## src/rtl/lha_pkg.sv

```systemverilog
package lha_pkg;
   // Lock sequence: idle, prefix seen, locked instruction running,
   // instruction ended and waiting for the next T1 phase 1.
   typedef enum logic [1:0] {
      LS_IDLE    = 2'd0,
      LS_ARMED   = 2'd1,
      LS_RUN     = 2'd2,
      LS_RELEASE = 2'd3
   } lock_state_e;
endpackage

```

## src/rtl/lha_lock_seq.sv

```systemverilog
module lha_lock_seq
   import lha_pkg::*;
(
   input  logic clk,
   input  logic rst_n,
   input  logic pfx_i,
   input  logic end_i,
   input  logic edge_i,
   output logic lock_o,
   output logic busy_o
);
   lock_state_e st_q, st_d;
   logic        lock_q, lock_d;

   always_comb begin
      st_d   = st_q;
      lock_d = lock_q;
      unique case (st_q)
         LS_IDLE: begin
            if (pfx_i) st_d = LS_ARMED;
         end
         LS_ARMED: begin
            if (end_i) begin
               st_d = lock_q ? LS_RELEASE : LS_IDLE;
            end else if (edge_i) begin
               st_d   = LS_RUN;
               lock_d = 1'b1;
            end
         end
         LS_RUN: begin
            if (end_i) st_d = LS_RELEASE;
         end
         LS_RELEASE: begin
            if (pfx_i) begin
               st_d = LS_ARMED;
            end else if (edge_i) begin
               st_d   = LS_IDLE;
               lock_d = 1'b0;
            end
         end
         default: st_d = LS_IDLE;
      endcase
   end

   always_ff @(posedge clk or negedge rst_n) begin
      if (!rst_n) begin
         st_q   <= LS_IDLE;
         lock_q <= 1'b0;
      end else begin
         st_q   <= st_d;
         lock_q <= lock_d;
      end
   end

   assign lock_o = lock_q;
   assign busy_o = (st_q != LS_IDLE);
endmodule

```

## src/rtl/lha_req_arb.sv

```systemverilog
module lha_req_arb #(
   parameter bit RFSH_OVER_HOLD = 1'b1
) (
   input  logic clk,
   input  logic rst_n,
   input  logic busy_i,
   input  logic idle_i,
   input  logic hold_req_i,
   input  logic rfsh_req_i,
   output logic hlda_o,
   output logic rfsh_gnt_o
);
   logic hold_pend_q, rfsh_pend_q;
   logic hlda_q, rgnt_q;
   logic can_grant, hold_live, hg_now, rg_now;

   assign can_grant = !busy_i && idle_i && !hlda_q && !rgnt_q;
   assign hold_live = hold_pend_q && hold_req_i;

   generate
      if (RFSH_OVER_HOLD) begin : g_rfsh_first
         assign rg_now = can_grant && rfsh_pend_q;
         assign hg_now = can_grant && hold_live && !rfsh_pend_q;
      end else begin : g_hold_first
         assign hg_now = can_grant && hold_live;
         assign rg_now = can_grant && rfsh_pend_q && !hold_live;
      end
   endgenerate

   always_ff @(posedge clk or negedge rst_n) begin
      if (!rst_n) begin
         hold_pend_q <= 1'b0;
         rfsh_pend_q <= 1'b0;
         hlda_q      <= 1'b0;
         rgnt_q      <= 1'b0;
      end else begin
         hold_pend_q <= hold_req_i && !hlda_q && !hg_now;
         rfsh_pend_q <= rfsh_req_i || (rfsh_pend_q && !rg_now);
         hlda_q      <= hold_req_i && (hlda_q || hg_now);
         rgnt_q      <= rg_now;
      end
   end

   assign hlda_o     = hlda_q;
   assign rfsh_gnt_o = rgnt_q;
endmodule

```

## src/rtl/lock_hold_arbiter.sv

```systemverilog
module lock_hold_arbiter #(
   parameter int RFSH_OVER_HOLD = 1
) (
   input  logic clk,
   input  logic rst_n,
   input  logic lock_pfx_i,
   input  logic instr_end_i,
   input  logic t1_i,
   input  logic ph1_i,
   input  logic bus_idle_i,
   input  logic halt_i,
   input  logic intr_i,
   input  logic hold_req_i,
   input  logic rfsh_req_i,
   output logic lock_o,
   output logic hlda_o,
   output logic rfsh_gnt_o,
   output logic wake_o
);
   localparam bit PRIO_RFSH = (RFSH_OVER_HOLD != 0);

   initial begin
      assert (RFSH_OVER_HOLD == 0 || RFSH_OVER_HOLD == 1)
         else $error("RFSH_OVER_HOLD must be 0 or 1");
   end

   logic t1_edge;
   logic lock_busy;

   assign t1_edge = t1_i && ph1_i;

   lha_lock_seq u_seq (
      .clk    (clk),
      .rst_n  (rst_n),
      .pfx_i  (lock_pfx_i),
      .end_i  (instr_end_i),
      .edge_i (t1_edge),
      .lock_o (lock_o),
      .busy_o (lock_busy)
   );

   lha_req_arb #(.RFSH_OVER_HOLD(PRIO_RFSH)) u_arb (
      .clk        (clk),
      .rst_n      (rst_n),
      .busy_i     (lock_busy),
      .idle_i     (bus_idle_i),
      .hold_req_i (hold_req_i),
      .rfsh_req_i (rfsh_req_i),
      .hlda_o     (hlda_o),
      .rfsh_gnt_o (rfsh_gnt_o)
   );

   // Interrupts bypass the lock entirely.
   assign wake_o = halt_i && intr_i;
endmodule

```

## config.mk

```make
export PLATFORM = sky130hd
export DESIGN_NAME = lock_hold_arbiter
export DESIGN_NICKNAME = d
export VERILOG_FILES = /design/src/rtl/lha_pkg.sv /design/src/rtl/lha_lock_seq.sv /design/src/rtl/lha_req_arb.sv /design/src/rtl/lock_hold_arbiter.sv
export SDC_FILE = /design/constraint.sdc
export NUM_CORES = 1
export LEC_CHECK = 0
export BUFFER_PORTS_ARGS = -buffer_cell sky130_fd_sc_hd__buf_2
export CAP_MARGIN = 20
export CORE_AREA = 10 10 47 49
export DETAILED_ROUTE_END_ITERATION = 10
export DIE_AREA = 0 0 57 59
export GPL_TIMING_DRIVEN = 0
export PLACE_DENSITY_LB_ADDON = 0.1
export SYNTH_ARGS = -nofsm -noshare
export SYNTH_HDL_FRONTEND = slang
export SYNTH_HIERARCHICAL = 1
export SYNTH_SLANG_ARGS = --single-unit
```

## constraint.sdc

```tcl
create_clock -name clk -period 2.96 [get_ports clk]
set_input_delay 0.148 -clock clk [delete_from_list [all_inputs] [get_ports clk]]
set_output_delay 0.148 -clock clk [all_outputs]
set_load 0.05 [all_outputs]
```

# Word-level counts from Yosys, hierarchy flattened
# Index checks and enable logic that the tools add are counted.
dict set report word_totals {
  register_bits 7
  in_bits 11
  elab_cells 56
}
dict set report op_classes {
  eq_ne 11
  mux 13
  n_reduce_logical 26
}
# cell n
set ops {}
lappend ops {{2-bit two-way mux} 7}
lappend ops {{1-bit logical AND} 13}
lappend ops {{2-bit inequality test (second input constant)} 6}
lappend ops {{2-bit one-hot mux with 4 select lines} 1}
lappend ops {{1-bit logical NOT} 6}
lappend ops {{3-bit inequality test (second input constant)} 2}
lappend ops {{5-bit AND reduction} 1}
lappend ops {{2-bit == test (second input constant)} 2}
lappend ops {{1-bit two-way mux} 4}
lappend ops {{4-bit AND reduction} 1}
lappend ops {{2-bit nonzero test} 2}
lappend ops {{2-bit by 1-bit == test with 1-bit output (second input constant)} 1}
lappend ops {{2-bit logical NOT} 1}
lappend ops {{1-bit logical OR} 2}
lappend ops {{1-bit one-hot mux with 2 select lines} 1}

# Longest topological paths before layout
dict set report logic_depth {
  depth_word 9
  ltp_mapped 4
  ltp_nobuf 4
}

# Hierarchy
# Netlist, hierarchy kept.
# module n_inst cells_each area_each_um2 seq_area_each_um2
set modules_own_cells {}
lappend modules_own_cells {lha_lock_seq 1 19 175.2 75.1}
lappend modules_own_cells {lha_req_arb 1 15 166.4 100.1}
lappend modules_own_cells {lock_hold_arbiter 1 2 12.5 0.0}

# Least setup slack after synthesis
# OpenSTA, ideal clock, no wires.
dict set report synth_timing {
  path_kind {register to register}
  startpoint {register with a tool-made name}
  endpoint {register u_arb.rfsh_pend_q}
  arrival_ns 1.416
  path_slack_ns 1.426
  path_stages_with_launch 4
  path_buffers 0
  period_less_slack_ns 1.534
  path_cell_list {dfrtp_1 > or2_2 > or4b_1 > a21o_1}
}
# element line
set synth_rtl {}
lappend synth_rtl {{end signal: assignment} lha_req_arb.sv:38} ;# rfsh_pend_q <= rfsh_req_i || (rfsh_pend_q && !rg_now);
lappend synth_rtl {{end: declaration} lha_req_arb.sv:13} ;# logic hold_pend_q, rfsh_pend_q;

==> results.txt <==
* Summed negative setup slack over all endpoints: 0 ns
* Syn-to-layout area delta: 35.69%
- The number of antenna violations at the first check in global routing was 0.
- Total CTS buffers: 3
- Worst path required time: 3.09 ns
- Capturing instance or port of the critical path: u_arb/rfsh_pend_q
- After layout, the minimum clock period comes to 1.641 ns.
* Switching power total: 0.1186 mW
* Hold-fix buffer count after cts: 1
- In the final design database the tool counted 67 nets.
- Delay contributed by the slowest stage of the critical path: 0.56 ns
- Setup violations remaining at the end of the flow were counted as 0.
* Initial cell density of the core: 25.27%
- Internal power of the cells: 0.2134 mW
- Maximum clock frequency: 0.6094 GHz
- Later-pin clock latency in the skew report: 0.24 ns
- Slew @ Worst Pin: 0.2553 ns
* Post-Route WL: 942 um
- Row cnt: 14
- The clock passes through at most 2 buffers.
- Post-cts repair resize count: 0
- Dividing the detail-routed wire length by the instance count gives 13.27 um.
* Violation count after the first detailed-route iteration: 8
* Post-route worst hold slack: 0.09629 ns
* Final hold violation count: 0
* Outcome: completed
- Measured along the x axis, the die boundary spans 57 um.
- TritonCTS built the clock tree.
* Worst clock skew: 0.004143 ns
- Leakage: 0.2326 nW
- Buffer count from post-CTS setup fixing: 0
* WP data arrival: 1.77 ns
- Top-level port count: 15
* Vertical die dimension: 59 um
* Switching Fraction: 35.72%
- IR drop worst, VDD: 0.0003282 V
- After synthesis, the cell types taking the most area are dfrtp_1 (49%), nand2_1 (5.3%), and2_1 (3.5%), nand2b_1 (3.5%), inv_1 (3.2%).
- Number of detailed-routing iterations run before antenna repair: 4
* Warnings, synthesis: 6
* Cells after synthesis: 36
- Standard cell core area: 1401 um2
- For this run the aggregate overflow at the end of global routing stands at 0.
* Via count: 338
- Clock-pin slew on the worst setup and hold paths: 0.05 ns
- Count of final max-slew check failures: 0
- After detailed routing, the number of remaining DRC violations is 0.
* Chain of cells forming the critical path: or2_2, or4b_1, a21o_1
- STA classifies the critical path startpoint as a flop.
* Gpl congestion: 0.7467
- The worst hold path belongs to the class in2reg.
- Port buffering added 14 buffers.
* Root Driver: clkbuf_4
- Crit path max fanout: 6
* Vias per Instance: 4.761
- The endpoint identified for the worst register-to-register timing path is u_arb/rfsh_pend_q.
- Global routing consumed, on the met2 layer, 10.85% of the routing resources.
- Worst setup EP type: flop
- Met3 usage: 4.292%
* Portion of synthesized cell area occupied by the leading cell type: 49.47%
- Gr busiest metal: met2
- Max-capacitance violation count: 0
- The via count of the first global-routing pass was 359.
- dfrtp_1 takes more of the synthesized area than any other cell.
- Global-route usage over all layers: 6.079%
- The cell area that synthesis handed to floorplanning was 354.1 um2.
- Synth Register Bits: 7
- Startpoint of the worst hold path: rfsh_req_i
* Power Dens Cells: 691.0 nW/um2
- H-tree lvl count: 1
- Met1 Track Usage GR: 4.934%
- The worst pin sits at a relative slew slack of 82.86%.
- Cell at the slowest stage of the critical path: or4b_1
* CTS sink count: 7
- Setup repair after global routing missed its margin: false
* Sum of net half-perimeters after detailed placement: 795.4 um
- Post-synthesis average cell area: 9.836 um2
- The first global-routing pass estimated 1593 um of wire.
- Cell count of the worst hold path: 2
- Fraction of power consumed by the clock network: 24.7%
- Worst Setup Path Type: reg2reg
- Counting cells, the worst reg-to-reg path comes to 3.
- Once detail routing completed, the nets flagged for antenna violations numbered 0.
* Antenna diodes: 0
* Worst setup slack for register-to-register paths: 1.32 ns
- Register area share after synthesis: 49.47%
- Portion of total power attributed to sequential cells: 44.2%
- Synthesis instantiated 21 different standard cells from the library.
- The post-route netlist has 36.36% of its cells at a drive strength greater than 1.
- Die area: 3363 um2
* Period utilisation layout: 55.44%
* Syn_nets: 47
- Pin count of the biggest net entering global routing: 8
* Combinational power share: 31.2%
[critical path: cells and delay by family (launching register included)]
| family | cells | cell delay (ns) |
|---|---|---|
| compound gates | 1 | 0.20 |
| flops | 1 | 0.44 |
| simple gates | 2 | 0.89 |
[cell families (layout without fill, tap and decap cells)]
kind of cell | count (synthesis) | count (layout) | share of synthesized area (%)
compound gates | 12 | 12 | 25.09
flops | 7 | 7 | 49.47
simple gates | 14 | 14 | 22.26
buf+inv | 3 | 22 | 3.180
[area by class of cell]
type,instances,area [um2]
well taps,16,20.02
repair buffers,15,80.08
clock buffers,4,26.28
fillers,149,920.9
multi-input cells,26,167.7
flip-flops and latches,7,175.2
inverters,3,11.26
[synthesized netlist by cell type]
cell and n:
o21ai_0 2, o311a_1 1, o21ba_1 1, inv_1 3, o22ai_1 1, nand2b_1 2
o21ai_2 1, a21o_1 1, dfrtp_1 7, and2_1 2, nand2_1 5, nor2_1 1
o31ai_1 1, or2_2 1, o21ai_1 1, or4b_1 1, a21oi_1 1, or3b_1 1
a21bo_2 1, nor2b_1 1, a311oi_1 1
[per-layer routing]
layer | part of all wire [%] | routed length (um)
met5 | 0 | 0
met4 | 0 | 0
met1 | 36 | 337
met3 | 9.4 | 89
met2 | 55 | 516
[how the worst min path moves through the flow]
| stage | to | slack (ns) |
|---|---|---|
| 2_1_floorplan | u_arb/hlda_o | -0.15 |
| 3_3_place_gp | async pin | -0.01 |
| 3_5_place_dp | async pin | -0.01 |
| 4_1_cts | u_arb/rfsh_pend_q | 0.09 |
| 5_1_grt | u_arb/rfsh_pend_q | 0.08 |
| 6_report | u_arb/rfsh_pend_q | 0.1 |
[power groups by stage]
stage / Combinational (mW) / Clock, mW / Sequential (mW)
floorplan: 0.0556 / 0 / 0.160
global placement: 0.0994 / 0 / 0.145
detailed placement: 0.103 / 0 / 0.148
CTS: 0.104 / 0.0872 / 0.146
global route: 0.113 / 0.0950 / 0.152
finish: 0.103 / 0.0820 / 0.147
[cell usage in the layout (no fill, tap or decap), drive strengths merged]
cell,instances
inv,3
a21bo,1
and2,2
o22ai,1
clkbuf,4
a311oi,1
or3b,1
nor2,1
nand2b,2
dfrtp,7
a21o,1
nand2,5
a21oi,1
o21ba,1
buf,14
or4b,1
or2,1
o21ai,4
o31ai,1
dlygate4sd3,1
o311a,1
nor2b,1
[through the flow]
stage                     setup slack, ns  cell area, um2  instances  utilization, %  total power [mW]
final                               1.319           480.5         71           34.29            0.3320
after detailed placement            1.332           444.2         66           31.70            0.2503
after floorplan                     1.426           354.1         36               -            0.2157
after global routing                1.261           480.5         71           34.29            0.3603
after CTS                           1.307           480.5         71           34.29            0.3375
after global placement              1.358           444.2         66           31.70            0.2446
(Power assumes the default switching activity.)
